File: config.mk
export PLATFORM = sky130hd
export DESIGN_NAME = pwm_gen_core
export DESIGN_NICKNAME = d
export VERILOG_FILES = /design/src/rtl/pwm_gen_pkg.sv /design/src/rtl/pwm_gen_regs.sv /design/src/rtl/pwm_gen_counter.sv /design/src/rtl/pwm_gen_out.sv /design/src/rtl/pwm_gen_core.sv
export SDC_FILE = /design/constraint.sdc
export NUM_CORES = 1
export LEC_CHECK = 0
export CAP_MARGIN = 10
export CORE_ASPECT_RATIO = 0.9
export CORE_MARGIN = 2
export CORE_UTILIZATION = 44
export DETAILED_ROUTE_END_ITERATION = 6
export PLACE_DENSITY = 0.57
export SLEW_MARGIN = 20
export SYNTH_ARGS = -nofsm -noshare
export SYNTH_HDL_FRONTEND = slang
export SYNTH_SLANG_ARGS = --single-unit
File: constraint.sdc
create_clock -name clk -period 4.3 [get_ports clk]
set_input_delay 0.645 -clock clk [delete_from_list [all_inputs] [get_ports clk]]
set_output_delay 0.645 -clock clk [all_outputs]
set_load 0.02 [all_outputs]
File: src/rtl/pwm_gen_pkg.sv
package pwm_gen_pkg;

    localparam int EV_NUM       = 6;
    localparam int EV_ZERO      = 0;
    localparam int EV_LOAD      = 1;
    localparam int EV_AUP       = 2;
    localparam int EV_ADN       = 3;
    localparam int OUT_NUM      = 2;
    localparam int ACT_W        = 8;
    localparam int MASK_ADC_LSB = 8;

    localparam int REG_CTRL = 0;
    localparam int REG_LOAD = 1;
    localparam int REG_CMPA = 2;
    localparam int REG_CMPB = 3;
    localparam int REG_ACTA = 4;
    localparam int REG_ACTB = 5;
    localparam int REG_MASK = 6;

    typedef enum logic [1:0] {
        ACT_KEEP = 2'b00,
        ACT_FLIP = 2'b01,
        ACT_LOW  = 2'b10,
        ACT_HIGH = 2'b11
    } act_e;

    function automatic logic act_apply(input logic [1:0] code, input logic cur);
        case (act_e'(code))
            ACT_FLIP: return ~cur;
            ACT_LOW:  return 1'b0;
            ACT_HIGH: return 1'b1;
            default:  return cur;
        endcase
    endfunction

endpackage

File: src/rtl/pwm_gen_regs.sv
module pwm_gen_regs
    import pwm_gen_pkg::*;
#(
    parameter int CNT_W  = 16,
    parameter int ADDR_W = 3
) (
    input  logic              clk,
    input  logic              rst_n,
    input  logic              wr_en,
    input  logic [ADDR_W-1:0] wr_addr,
    input  logic [CNT_W-1:0]  wr_data,
    input  logic              upd_strobe,
    input  logic              at_zero,
    output logic              en,
    output logic              mode_ud,
    output logic [CNT_W-1:0]  load_act,
    output logic [CNT_W-1:0]  load_next,
    output logic [CNT_W-1:0]  cmp_a,
    output logic [CNT_W-1:0]  cmp_b,
    output logic [ACT_W-1:0]  act_a,
    output logic [ACT_W-1:0]  act_b,
    output logic [EV_NUM-1:0] irq_mask,
    output logic [EV_NUM-1:0] adc_mask
);

    typedef struct packed {
        logic              en;
        logic              ud;
        logic              sync;
        logic              armed;
        logic [CNT_W-1:0]  sh_load;
        logic [CNT_W-1:0]  sh_a;
        logic [CNT_W-1:0]  sh_b;
        logic [CNT_W-1:0]  ac_load;
        logic [CNT_W-1:0]  ac_a;
        logic [CNT_W-1:0]  ac_b;
        logic [ACT_W-1:0]  act_a;
        logic [ACT_W-1:0]  act_b;
        logic [EV_NUM-1:0] irq_m;
        logic [EV_NUM-1:0] adc_m;
    } regs_t;

    regs_t s_d, s_q;
    logic  apply;

    // staged values move to the running copy only at a zero count
    assign apply = at_zero && (!s_q.sync || s_q.armed);

    always_comb begin
        s_d = s_q;
        if (apply) begin
            s_d.ac_load = s_q.sh_load;
            s_d.ac_a    = s_q.sh_a;
            s_d.ac_b    = s_q.sh_b;
            s_d.armed   = 1'b0;
        end
        if (upd_strobe) begin
            s_d.armed = 1'b1;
        end
        if (wr_en) begin
            case (wr_addr)
                ADDR_W'(REG_CTRL): begin
                    s_d.en   = wr_data[0];
                    s_d.ud   = wr_data[1];
                    s_d.sync = wr_data[2];
                end
                ADDR_W'(REG_LOAD): s_d.sh_load = wr_data;
                ADDR_W'(REG_CMPA): s_d.sh_a    = wr_data;
                ADDR_W'(REG_CMPB): s_d.sh_b    = wr_data;
                ADDR_W'(REG_ACTA): s_d.act_a   = wr_data[ACT_W-1:0];
                ADDR_W'(REG_ACTB): s_d.act_b   = wr_data[ACT_W-1:0];
                ADDR_W'(REG_MASK): begin
                    s_d.irq_m = wr_data[EV_NUM-1:0];
                    s_d.adc_m = wr_data[MASK_ADC_LSB +: EV_NUM];
                end
                default: ;
            endcase
        end
    end

    always_ff @(posedge clk or negedge rst_n) begin
        if (!rst_n) s_q <= '0;
        else        s_q <= s_d;
    end

    assign en        = s_q.en;
    assign mode_ud   = s_q.ud;
    assign load_act  = s_q.ac_load;
    assign load_next = apply ? s_q.sh_load : s_q.ac_load;
    assign cmp_a     = s_q.ac_a;
    assign cmp_b     = s_q.ac_b;
    assign act_a     = s_q.act_a;
    assign act_b     = s_q.act_b;
    assign irq_mask  = s_q.irq_m;
    assign adc_mask  = s_q.adc_m;

endmodule

File: src/rtl/pwm_gen_counter.sv
module pwm_gen_counter #(
    parameter int CNT_W = 16
) (
    input  logic             clk,
    input  logic             rst_n,
    input  logic             en,
    input  logic             mode_ud,
    input  logic             clear,
    input  logic [CNT_W-1:0] load_act,
    input  logic [CNT_W-1:0] load_next,
    output logic [CNT_W-1:0] cnt,
    output logic             dir_up,
    output logic             at_zero
);

    typedef struct packed {
        logic [CNT_W-1:0] cnt;
        logic             dir;
    } ctr_t;

    ctr_t s_d, s_q;

    always_comb begin
        s_d = s_q;
        if (!en || clear) begin
            s_d.cnt = '0;
            s_d.dir = 1'b0;
        end else if (!mode_ud) begin
            s_d.dir = 1'b0;
            s_d.cnt = (s_q.cnt == '0) ? load_next : s_q.cnt - 1'b1;
        end else if (s_q.cnt == '0) begin
            if (load_next == '0) begin
                s_d.cnt = '0;
                s_d.dir = 1'b0;
            end else begin
                s_d.cnt = CNT_W'(1);
                s_d.dir = 1'b1;
            end
        end else if (s_q.dir && s_q.cnt >= load_act) begin
            s_d.dir = 1'b0;
            s_d.cnt = s_q.cnt - 1'b1;
        end else if (s_q.dir) begin
            s_d.cnt = s_q.cnt + 1'b1;
        end else begin
            s_d.cnt = s_q.cnt - 1'b1;
        end
    end

    always_ff @(posedge clk or negedge rst_n) begin
        if (!rst_n) s_q <= '0;
        else        s_q <= s_d;
    end

    assign cnt     = s_q.cnt;
    assign dir_up  = s_q.dir;
    assign at_zero = (s_q.cnt == '0);

endmodule

File: src/rtl/pwm_gen_out.sv
module pwm_gen_out
    import pwm_gen_pkg::*;
(
    input  logic             clk,
    input  logic             rst_n,
    input  logic             en,
    input  logic             ev_zero,
    input  logic             ev_load,
    input  logic             ev_up,
    input  logic             ev_dn,
    input  logic [ACT_W-1:0] act,
    output logic             pwm
);

    logic pwm_d, pwm_q;

    // zero first, then period, then the direction-tagged match
    always_comb begin
        pwm_d = pwm_q;
        if (ev_zero) pwm_d = act_apply(act[1:0], pwm_d);
        if (ev_load) pwm_d = act_apply(act[3:2], pwm_d);
        if (ev_up)   pwm_d = act_apply(act[5:4], pwm_d);
        if (ev_dn)   pwm_d = act_apply(act[7:6], pwm_d);
        if (!en)     pwm_d = 1'b0;
    end

    always_ff @(posedge clk or negedge rst_n) begin
        if (!rst_n) pwm_q <= 1'b0;
        else        pwm_q <= pwm_d;
    end

    assign pwm = pwm_q;

endmodule

File: src/rtl/pwm_gen_core.sv
module pwm_gen_core
    import pwm_gen_pkg::*;
#(
    parameter int CNT_W  = 16,
    parameter int ADDR_W = 3
) (
    input  logic              clk,
    input  logic              rst_n,
    input  logic              wr_en,
    input  logic [ADDR_W-1:0] wr_addr,
    input  logic [CNT_W-1:0]  wr_data,
    input  logic              upd_strobe,
    input  logic              cnt_clear,
    output logic              pwm_a,
    output logic              pwm_b,
    output logic              dir_up,
    output logic              zero_pulse,
    output logic              load_pulse,
    output logic              irq_pulse,
    output logic              adc_pulse
);

    logic              en_w, ud_w, dir_w, zero_w;
    logic [CNT_W-1:0]  load_act_w, load_next_w, cnt_w;
    logic [CNT_W-1:0]  cmp_w [OUT_NUM];
    logic [ACT_W-1:0]  act_w [OUT_NUM];
    logic [EV_NUM-1:0] irq_m_w, adc_m_w, ev_w;
    logic [OUT_NUM-1:0] pwm_w;
    logic              edge_ev;

    pwm_gen_regs #(.CNT_W(CNT_W), .ADDR_W(ADDR_W)) u_regs (
        .clk(clk), .rst_n(rst_n),
        .wr_en(wr_en), .wr_addr(wr_addr), .wr_data(wr_data),
        .upd_strobe(upd_strobe), .at_zero(zero_w),
        .en(en_w), .mode_ud(ud_w),
        .load_act(load_act_w), .load_next(load_next_w),
        .cmp_a(cmp_w[0]), .cmp_b(cmp_w[1]),
        .act_a(act_w[0]), .act_b(act_w[1]),
        .irq_mask(irq_m_w), .adc_mask(adc_m_w)
    );

    pwm_gen_counter #(.CNT_W(CNT_W)) u_ctr (
        .clk(clk), .rst_n(rst_n),
        .en(en_w), .mode_ud(ud_w), .clear(cnt_clear),
        .load_act(load_act_w), .load_next(load_next_w),
        .cnt(cnt_w), .dir_up(dir_w), .at_zero(zero_w)
    );

    assign ev_w[EV_ZERO] = en_w && zero_w;
    assign ev_w[EV_LOAD] = en_w && (cnt_w == load_act_w);
    assign edge_ev       = ev_w[EV_ZERO] || ev_w[EV_LOAD];

    for (genvar g = 0; g < OUT_NUM; g++) begin : g_out
        logic hit;
        assign hit = en_w && (cnt_w == cmp_w[g]) && !edge_ev;
        assign ev_w[EV_AUP + 2*g] = hit && dir_w;
        assign ev_w[EV_ADN + 2*g] = hit && !dir_w;

        pwm_gen_out u_out (
            .clk(clk), .rst_n(rst_n), .en(en_w),
            .ev_zero(ev_w[EV_ZERO]), .ev_load(ev_w[EV_LOAD]),
            .ev_up(ev_w[EV_AUP + 2*g]), .ev_dn(ev_w[EV_ADN + 2*g]),
            .act(act_w[g]), .pwm(pwm_w[g])
        );
    end

    assign pwm_a      = pwm_w[0];
    assign pwm_b      = pwm_w[1];
    assign dir_up     = dir_w;
    assign zero_pulse = ev_w[EV_ZERO];
    assign load_pulse = ev_w[EV_LOAD];
    assign irq_pulse  = |(ev_w & irq_m_w);
    assign adc_pulse  = |(ev_w & adc_m_w);

endmodule

==> metrics.csv <==
metric,value,unit
Fin. Hold Viols,0,
FP Rows,45,
syn_area_per_cell,10.5,um^2
mux share of post-synthesis cell area,13.6,%
post-synthesis cell type count,60,
largest net degree at the start of global routing,84,
die width,141,um
vias,5444,
"Req. time, crit path",3.65,ns
largest family of logic cells by synthesized area,simple AND/OR/NAND/NOR gates,
MaxCap Viol Count,0,
worst-margin pin slew,1.07,ns
Die ar.,18000,um^2
Placed Cells,924,
clk slew on worst S/H paths,0.06,ns
TritonCTS Buffers,17,
Detailed Route Iter0 Violations,412,
GPL Wtd Cong,0.932,
CTS tree,done,
setup TNS,0,ns
area grow syn2layout,15.3,%
min Tclk post-route,4.11,ns
Slew headroom,28.6,%
clock root cell,clkbuf_16,
Synth Area in Adders,3.20,%
footprint of the multi-input gates,3550,um^2
Cells after Synth,706,
HP Class,in -> async,
# hold bufs at CTS,0,
Sink Count,147,
IO buf count,30,
Reg2Reg Capture Point,u_ctr.cnt[2],
"Design Area, Final",8570,um^2
Synth Area in XOR/XNOR,5.06,%
ys async rst share,100,%
Congestion Overflow GR,0,
RSZ-0062 raised after global routing,no,
Layout fillers,1529,
initial antenna violation count,0,
worst-path maximum fanout,12,
status,"finished, final reports clean",
Core ar.,16700,um^2
Final Setup Violations,0,
post-DP HPWL,14700,um
DRT Pass-1 Iters,4,
critical path start-end classification,reg -> out,
vias in the first global route,5358,
Mapped Nets,749,
Diodes inserted,0,
layout cells sized above 1,19.7,%
worst-case clock skew,0.00840,ns
vias per cell,5.71,
Power Dens Cells,854,nW/um^2
reg2reg path depth,12,
remaining routing DRC violations,0,
number of enable flip-flop cells after synthesis,0,
Placed Area,7970,um^2
Critical Path AT,3.46,ns
worst skew pair latency,0.43,ns
htree depth,4,
Clock Tree Buf Depth,2,
Finished Layout Cells,954,
worst r2r src,u_ctr.cnt[0],
Final #Nets,775,
P_leak,3.91,nW
CP startpoint kind,flop,
die height,127,um
"FF+latch count, synth",147,
Post-Synth Simple-Gate Area,16.5,%
first-pass GRT wire length,31900,um
Worst Setup End Kind,output pin,
R2R setup slack,1.00,ns
IO Pins,31,
"Top FF cell, synth",dfrtp_1,
period utilisation layout,95.6,%
Synth Warn #,0,
Max IR drop VDD,0.000425,V
initial core utilization,44.5,%
final WL,20200,um
compound-cell area share of the yosys netlist,8.75,%
Total GRT Usage,24.0,%
sequential cell area,3680,um^2
fin. max-slew vios,0,
wire per inst,21.2,um
FMAX,243,MHz
register area share after synthesis,49.5,%
"Cell Area, Synth",7440,um^2
Fin Hold WS,0.255,ns
crit path from,u_ctr.cnt[10],
ANT nets after route,0,
-- layer usage --
| metal | track usage [%] | part of all wire (%) |
|---|---|---|
| met5 | 0 | 0 |
| met4 | 9.18 | 2.8 |
| met3 | 5.21 | 4.1 |
| met2 | 34.0 | 43 |
| met1 | 36.0 | 50 |
-- worst max path at each step --
stage | slack [ns] | end
2_1_floorplan | 1.52 | adc_pulse
3_3_place_gp | 0.62 | adc_pulse
3_5_place_dp | 0.62 | irq_pulse
4_1_cts | 0.14 | adc_pulse
5_1_grt | 0.005 | adc_pulse
6_report | 0.19 | adc_pulse
-- sequential cells by signal, summed over array words and instances, names as in the netlist --
name,cells
u_regs.act_a,8
u_ctr.dir_up,1
g_out.u_out.pwm,2
u_regs.en,1
u_regs.irq_mask,6
u_ctr.cnt,16
u_regs.cmp_a,16
u_regs.load_act,16
u_regs.mode_ud,1
u_regs.adc_mask,6
u_regs.act_b,8
u_regs.s_q,50
u_regs.cmp_b,16
-- timing repair --
item / in CTS / in global routing
gates resized for setup: 0 / 3
buffers inserted: 0 / 0
endpoints found under the setup margin: 0 / 1
-- cell families after synthesis --
logic type      after synthesis
compound gates               95
mux                          91
xor+xnor                     43
buf+inv                      61
simple gates                250
flops                       147
fa+ha+maj                    19
-- through the flow --
stage / worst slack (ns) / utilization, % / power (mW)
global route: 0.00537 / 51.3 / 7.83
CTS: 0.140 / 51.1 / 7.29
global placement: 0.618 / 47.7 / 5.75
detailed placement: 0.625 / 47.7 / 5.81
floorplan: 1.52 / - / 4.72
finish: 0.191 / 51.3 / 7.32
-- cells in the mapped netlist (8+ instances only) --
cell	n	area, um^2
dfrtp_1	147	3680
a21o_1	10	75.1
mux2_2	82	923
xor2_1	38	333
mux2i_1	9	90.1
nand3_1	9	45.0
nor3_1	14	70.1
nor2_1	19	71.3
clkbuf_1	19	71.3
inv_1	26	97.6
o21ai_0	25	125
nand4_1	8	50.1
nor4_1	17	106
ha_1	19	238
a21oi_1	10	50.1
buf_2	12	60.1
o21ai_1	9	45.0
nand2_1	144	541
-- critical path, cell delays in order, from the launching register on --
cell	delay [ns]
dfrtp_1	0.55
ha_1	0.39
nand4_1	0.26
nor4_4	0.38
nor3_1	0.11
buf_4	0.18
a22o_1	0.18
nand2_1	0.05
o21ai_0	0.09
a221o_1	0.29
clkdlybuf4s50_1	0.54
-- layout by cell type (no fill, tap or decap), types with 3 or more instances in the layout --
master / n
dfrtp_1: 147
nand2_1: 144
mux2_2: 82
xor2_1: 38
clkdlybuf4s50_1: 29
inv_1: 26
o21ai_0: 25
nor2_1: 19
ha_1: 19
clkbuf_16: 17
nor4_1: 16
nor3_1: 12
buf_4: 11
a21o_1: 10
a21oi_1: 10
nand3_1: 9
mux2i_1: 9
o21ai_1: 9
nand4_1: 8
nand2b_1: 5
xnor2_1: 5
or4_1: 5
or2_2: 5
a211oi_1: 4
a31oi_1: 4
clkinv_4: 4
nor4_4: 3
nor3_2: 3
and3_1: 3
or3_1: 3
o31a_1: 3
a22oi_1: 3
nand4b_1: 3
clkinvlp_4: 3
-- final cells by class --
type	count	share of cell area, %
timing repair buffer	42	4.71
inverter	26	1.14
clock inverter	11	1.53
tap	211	3.08
sequential	147	42.9
multi-input combinational	498	41.5
clock buffer	19	5.17
-- power breakdown --
part | switching, mW | internal, mW
combinational | 2.12 | 1.34
clock | 0.581 | 0.866
sequential | 0.539 | 1.87
total | 3.24 | 4.08
Note: power is estimated with default switching activity, not from simulation.
